$ cat src/rtl/alu_pkg.sv
package alu_pkg;

    typedef enum logic [2:0] {
        OP_ADD = 3'd0,
        OP_ADC = 3'd1,
        OP_SUB = 3'd2,
        OP_SBB = 3'd3,
        OP_INC = 3'd4,
        OP_DEC = 3'd5,
        OP_NEG = 3'd6,
        OP_NOP = 3'd7
    } alu_op_e;

    localparam int FLG_W  = 6;
    localparam int FLG_CY = 0;
    localparam int FLG_OV = 1;
    localparam int FLG_SG = 2;
    localparam int FLG_ZR = 3;
    localparam int FLG_AX = 4;
    localparam int FLG_PE = 5;

    localparam logic [FLG_W-1:0] UPD_ALL   = 6'b111111;
    localparam logic [FLG_W-1:0] UPD_NO_CY = 6'b111110;

endpackage

$ cat src/rtl/alu_opnd_prep.sv
module alu_opnd_prep
    import alu_pkg::*;
#(
    parameter int DATA_W = 32
) (
    input  alu_op_e           op_i,
    input  logic [DATA_W-1:0] opa_i,
    input  logic [DATA_W-1:0] opb_i,
    input  logic              cy_i,
    output logic [DATA_W-1:0] x_o,
    output logic [DATA_W-1:0] y_o,
    output logic              cin_o,
    output logic              brw_o,
    output logic [FLG_W-1:0]  upd_o,
    output logic              nop_o
);

    always_comb begin
        x_o   = opa_i;
        y_o   = opb_i;
        cin_o = 1'b0;
        brw_o = 1'b0;
        upd_o = UPD_ALL;
        nop_o = 1'b0;
        unique case (op_i)
            OP_ADD: ;
            OP_ADC: cin_o = cy_i;
            OP_SUB: begin
                y_o   = ~opb_i;
                cin_o = 1'b1;
                brw_o = 1'b1;
            end
            OP_SBB: begin
                y_o   = ~opb_i;
                cin_o = ~cy_i;
                brw_o = 1'b1;
            end
            OP_INC: begin
                y_o   = '0;
                cin_o = 1'b1;
                upd_o = UPD_NO_CY;
            end
            OP_DEC: begin
                y_o   = '1;
                brw_o = 1'b1;
                upd_o = UPD_NO_CY;
            end
            OP_NEG: begin
                x_o   = '0;
                y_o   = ~opa_i;
                cin_o = 1'b1;
                brw_o = 1'b1;
            end
            default: begin
                upd_o = '0;
                nop_o = 1'b1;
            end
        endcase
    end

endmodule

$ cat src/rtl/alu_lane_adder.sv
module alu_lane_adder #(
    parameter int W      = 8,
    parameter int DATA_W = 32
) (
    input  logic [W-1:0]      x_i,
    input  logic [W-1:0]      y_i,
    input  logic              cin_i,
    output logic [DATA_W-1:0] sum_o,
    output logic              msb_o,
    output logic              cout_o,
    output logic              cmsb_o,
    output logic              cnib_o
);

    logic [W:0] full;

    assign full   = {1'b0, x_i} + {1'b0, y_i} + {{W{1'b0}}, cin_i};
    assign cout_o = full[W];
    assign msb_o  = full[W-1];
    // carry arriving at the top bit and at bit 4, recovered from the sum bits
    assign cmsb_o = x_i[W-1] ^ y_i[W-1] ^ full[W-1];
    assign cnib_o = x_i[4] ^ y_i[4] ^ full[4];

    always_comb begin
        sum_o          = '0;
        sum_o[W-1:0]   = full[W-1:0];
    end

endmodule

$ cat src/rtl/alu_status_gen.sv
module alu_status_gen
    import alu_pkg::*;
#(
    parameter int DATA_W = 32
) (
    input  logic [DATA_W-1:0] res_i,
    input  logic              msb_i,
    input  logic              cout_i,
    input  logic              cmsb_i,
    input  logic              cnib_i,
    input  logic              brw_i,
    output logic [FLG_W-1:0]  flags_o
);

    always_comb begin
        flags_o         = '0;
        flags_o[FLG_CY] = cout_i ^ brw_i;
        flags_o[FLG_OV] = cout_i ^ cmsb_i;
        flags_o[FLG_SG] = msb_i;
        flags_o[FLG_ZR] = (res_i == '0);
        flags_o[FLG_AX] = cnib_i ^ brw_i;
        flags_o[FLG_PE] = ~^res_i[7:0];
    end

endmodule

$ cat src/rtl/flag_alu.sv
module flag_alu
    import alu_pkg::*;
#(
    parameter int N_SIZES = 3,
    parameter bit OUT_REG = 1'b1,
    localparam int DATA_W = 8 << (N_SIZES - 1),
    localparam int SZ_W   = (N_SIZES > 1) ? $clog2(N_SIZES) : 1
) (
    input  logic              clk,
    input  logic              rst_n,
    input  logic [2:0]        op_i,
    input  logic [SZ_W-1:0]   size_i,
    input  logic [DATA_W-1:0] opa_i,
    input  logic [DATA_W-1:0] opb_i,
    input  logic [FLG_W-1:0]  flags_i,
    output logic [DATA_W-1:0] result_o,
    output logic [FLG_W-1:0]  flags_o,
    output logic [FLG_W-1:0]  flag_upd_o
);

    typedef struct packed {
        logic [DATA_W-1:0] result;
        logic [FLG_W-1:0]  flags;
        logic [FLG_W-1:0]  upd;
    } alu_out_t;

    alu_op_e           op;
    logic [DATA_W-1:0] x, y;
    logic              cin, brw, nop;
    logic [FLG_W-1:0]  upd;

    assign op = alu_op_e'(op_i);

    alu_opnd_prep #(.DATA_W(DATA_W)) u_prep (
        .op_i  (op),
        .opa_i (opa_i),
        .opb_i (opb_i),
        .cy_i  (flags_i[FLG_CY]),
        .x_o   (x),
        .y_o   (y),
        .cin_o (cin),
        .brw_o (brw),
        .upd_o (upd),
        .nop_o (nop)
    );

    logic [DATA_W-1:0] lane_sum  [N_SIZES];
    logic              lane_msb  [N_SIZES];
    logic              lane_cout [N_SIZES];
    logic              lane_cmsb [N_SIZES];
    logic              lane_cnib [N_SIZES];

    for (genvar k = 0; k < N_SIZES; k++) begin : g_lane
        localparam int LW = 8 << k;
        alu_lane_adder #(.W(LW), .DATA_W(DATA_W)) u_lane (
            .x_i    (x[LW-1:0]),
            .y_i    (y[LW-1:0]),
            .cin_i  (cin),
            .sum_o  (lane_sum[k]),
            .msb_o  (lane_msb[k]),
            .cout_o (lane_cout[k]),
            .cmsb_o (lane_cmsb[k]),
            .cnib_o (lane_cnib[k])
        );
    end

    logic [SZ_W-1:0]   sz_idx;
    logic [DATA_W-1:0] sel_sum;
    logic              sel_msb, sel_cout, sel_cmsb, sel_cnib;
    logic [FLG_W-1:0]  new_flags;

    always_comb begin
        sz_idx   = (int'(size_i) >= N_SIZES) ? SZ_W'(N_SIZES - 1) : size_i;
        sel_sum  = lane_sum[sz_idx];
        sel_msb  = lane_msb[sz_idx];
        sel_cout = lane_cout[sz_idx];
        sel_cmsb = lane_cmsb[sz_idx];
        sel_cnib = lane_cnib[sz_idx];
    end

    alu_status_gen #(.DATA_W(DATA_W)) u_status (
        .res_i   (sel_sum),
        .msb_i   (sel_msb),
        .cout_i  (sel_cout),
        .cmsb_i  (sel_cmsb),
        .cnib_i  (sel_cnib),
        .brw_i   (brw),
        .flags_o (new_flags)
    );

    alu_out_t out_d, out_q;

    always_comb begin
        out_d.result = nop ? '0 : sel_sum;
        out_d.flags  = (new_flags & upd) | (flags_i & ~upd);
        out_d.upd    = upd;
    end

    if (OUT_REG) begin : g_reg
        always_ff @(posedge clk or negedge rst_n) begin
            if (!rst_n) out_q <= '0;
            else        out_q <= out_d;
        end
    end else begin : g_comb
        assign out_q = out_d;
    end

    assign result_o   = out_q.result;
    assign flags_o    = out_q.flags;
    assign flag_upd_o = out_q.upd;

endmodule

$ cat config.mk
export PLATFORM = sky130hd
export DESIGN_NAME = flag_alu
export DESIGN_NICKNAME = d
export VERILOG_FILES = /design/src/rtl/alu_pkg.sv /design/src/rtl/alu_opnd_prep.sv /design/src/rtl/alu_lane_adder.sv /design/src/rtl/alu_status_gen.sv /design/src/rtl/flag_alu.sv
export SDC_FILE = /design/constraint.sdc
export NUM_CORES = 1
export LEC_CHECK = 0
export ABC_CLOCK_PERIOD_IN_PS = 1000
export CORE_MARGIN = 5
export CORE_UTILIZATION = 34
export CTS_BUF_LIST = sky130_fd_sc_hd__clkbuf_2
export CTS_CLUSTER_DIAMETER = 40
export DETAILED_ROUTE_END_ITERATION = 8
export HOLD_SLACK_MARGIN = 0.12
export SLEW_MARGIN = 20
export SYNTH_ARGS = -nofsm -noshare
export SYNTH_HDL_FRONTEND = slang
export SYNTH_SLANG_ARGS = --single-unit
$ cat constraint.sdc
create_clock -name clk -period 1 [get_ports clk]
set_input_delay 0.15 -clock clk [delete_from_list [all_inputs] [get_ports clk]]
set_output_delay 0.15 -clock clk [all_outputs]
set_load 0.01 [all_outputs]
==> flow_summary.ini <==
[outcome]
outcome = finished with violations
violations = negative setup slack

[synth]
synth_edf_count = 0
syn-mean-instance-area_um2 = 7.60
synth_top_area_share_pct = 21.5
async_flop_share_pct = 100
ys_seq_area_share_pct = 21.5
synth_ff_type = dfrtp_1
yosys.area.top_type = dfrtp_1
synthCells = 613
yosysUniqueCellTypes = 58
yosysWarningCount = 0
syn_area_um2 = 4660
ys_ff_latch = 40
synthTopCellsByArea = dfrtp_1 21%, xnor2_1 9.8%, ha_1 9.4%
synthesis.nets = 727

[critical_path]
worst-path-max-fanout = 4
cp.required_ps = 1350
cp.arrival_ps = 3670
crit_path_end_kind = flip-flop
endpoint = flags_o[3]
crit_start = op_i[0]
worstSetupPathType = in -> reg
cp-start-kind = input pin

[timing]
max-slew-margin-rel_pct = 74.1
period_share_pct = 332
slew_viol_final = 0
setup_slack_ps = -2320
fin_crit_ps = 3320
worst_slew_pin_slew_ps = 385
max_freq_mhz = 302
rsz0062_at_grt = true
setup_violations = 82
hold_violations = 0

[detailed_routing]
wire_per_inst_um = 17.7
drt_iter0_drc = 353
drtAntennaViolNets = 0
num_vias = 5886
wl_um = 19300
drt-pass1-iter-count = 4
avgViaCountPerCell = 5.42
drc = 0

[die]
core_um2 = 13300
start_util_pct = 34.9
die_w_um = 127
num_rows = 42
die_y_um = 127
num_io_pins = 121
die_area_um2 = 16100

[grt]
antenna_found_initial = 1
grt_max_degree = 41
grt_pass1_wl_um = 28200
grt.total_usage_pct = 21.2
grt_overflow = 0
grt_pass1_vias = 5724

[cts]
htreeDepth = 2
clkSlewWorstSetupHoldPaths_ps = 270
numCtsBuffers = 5
root_buffer = clkbuf_2
cts_tree = done
cts_buffer_depth = 2
cts.sinks = 40

[placed_design]
postPlaceCellArea_um2 = 7160
io_buffers = 120
hpwl_um = 13600
place_ws_ps = -3380
dp_cells = 1020
gp_congestion = 0.929

[hold_path]
hold_path.class = in -> async

[cells_and_area]
nets = 1023
final_core_util_pct = 65.8
stdcell_count = 1086
drive_above_1_share_pct = 47.6
design_area_um2 = 8780
area_delta_synth_final_pct = 88.5

[run]
maxCapViolCount = 0

[power_and_ir_drop]
power_density_nw_per_um2 = 1380
ir_drop_uv = 825
p_leak_nw = 3.89
-- worst min-delay path by stage --
| stage | end | from | depth (start not counted) |
|---|---|---|---|
| 3_5_place_dp | flags_o[4] | rst_n | 2 |
| 5_1_grt | flags_o[4] | rst_n | 3 |
| 6_report | flags_o[4] | rst_n | 3 |
| 3_3_place_gp | flags_o[4] | rst_n | 2 |
| 2_1_floorplan | flag_upd_o[0] | rst_n | 0 |
| 4_1_cts | flags_o[4] | rst_n | 3 |
-- repair_timing --
item                                    in CTS  in global routing
hold buffers                                 3                  1
endpoints found under the setup margin      84                 82
pin swaps                                   62                 87
resized for setup                          330                160
setup buffers                               39                 32
endpoints found under the hold margin       42                  1
cloned                                       0                  2
-- kinds of logic after synthesis --
logic type,Yosys count,synth area share (%)
buffers and inverters,61,5.40
flip-flops,40,21.5
AND/OR/NAND/NOR,217,22.8
adder cells (fa/ha/maj),37,10.3
AO/OA/AOI/OAI,192,27.5
multiplexers,3,0.699
XOR/XNOR,63,11.8
-- area by class of cell --
cell class	count	area [µm²]
fillers	1087	4570
multi-input cells	512	4450
flip-flops and latches	40	1000
clock buffers	5	25.0
diodes	1	2.50
inverters	15	68.8
repair buffers	335	2950
well taps	176	220
clock inverters	2	60.1
-- report_power, final --
part | leakage (nW) | switching [mW] | internal (mW) | total [mW]
Sequential | 0.496 | 0.0979 | 1.99 | 2.08
Combinational | 3.35 | 4.08 | 4.66 | 8.74
Clock | 0.0490 | 0.619 | 0.659 | 1.28
-- worst max-delay path, cell delays in order --
cell and delay (ps):
buf_12 110, buf_8 120, o221ai_4 160, o21ai_2 100
fa_2 450, fa_2 370, a21o_1 180, a221o_1 380
and3_4 220, buf_6 130, o21ai_2 120, nand2b_1 80
a211oi_2 230, xnor2_1 120, or4_1 530, o31ai_2 220
-- layer usage --
metal | part of all wire (%) | track usage (%) | vias to the layer above
met3 | 5.8 | 3.26 | 27
met5 | 0 | 0 | -
met2 | 49 | 35.6 | 221
met4 | 1.9 | 5.68 | 0
li1 | - | - | 2811
met1 | 44 | 28.5 | 2827
-- state kept, by name, summed over array words and instances, names as in the netlist --
name / count
flags_o: 6
result_o: 32
flag_upd_o: 2
-- placed cells by master (no fill, tap or decap), drive strengths merged, types with 3 or more instances in the layout --
master	count
buf	259
nor2	79
o21ai	61
xnor2	52
clkdlybuf4s50	49
dfrtp	40
a21oi	39
nand2	37
ha	35
and2	34
o221ai	33
inv	14
nand4	13
dlygate4sd2	13
a21o	12
and3	12
nor3	12
xor2	11
clkbuf	8
dlymetal6s2s	7
nand3	7
o211ai	6
nor2b	6
a211oi	6
nand2b	5
dlygate4sd3	4
o21ba	4
a211o	3
or2	3
o21bai	3
a31oi	3
-- stage by stage --
stage | TNS (ps) | hold slack, ps | total power, mW
6_report | -60880 | 131 | 12.1
5_1_grt | -66070 | 123 | 12.8
4_1_cts | -58330 | 136 | 10.7
3_5_place_dp | -90880 | 126 | 8.70
3_3_place_gp | -90090 | 121 | 8.61
2_1_floorplan | -59930 | -146 | 5.39
-- Yosys cell counts (4+ instances only) --
cell / count
nor2_1: 79
o21ai_0: 60
xnor2_1: 52
dfrtp_1: 40
a21oi_1: 38
nand2_1: 37
ha_1: 35
and2_1: 34
clkbuf_1: 34
o221ai_1: 33
inv_1: 14
nand4_1: 13
a21o_1: 12
and3_1: 12
nor3_1: 12
xor2_1: 11
buf_1: 7
nand3_1: 7
a211oi_1: 6
nor2b_1: 6
o211ai_1: 6
buf_4: 4
nand2b_1: 4
o21ba_2: 4
Power figures use the tool's default switching activity.
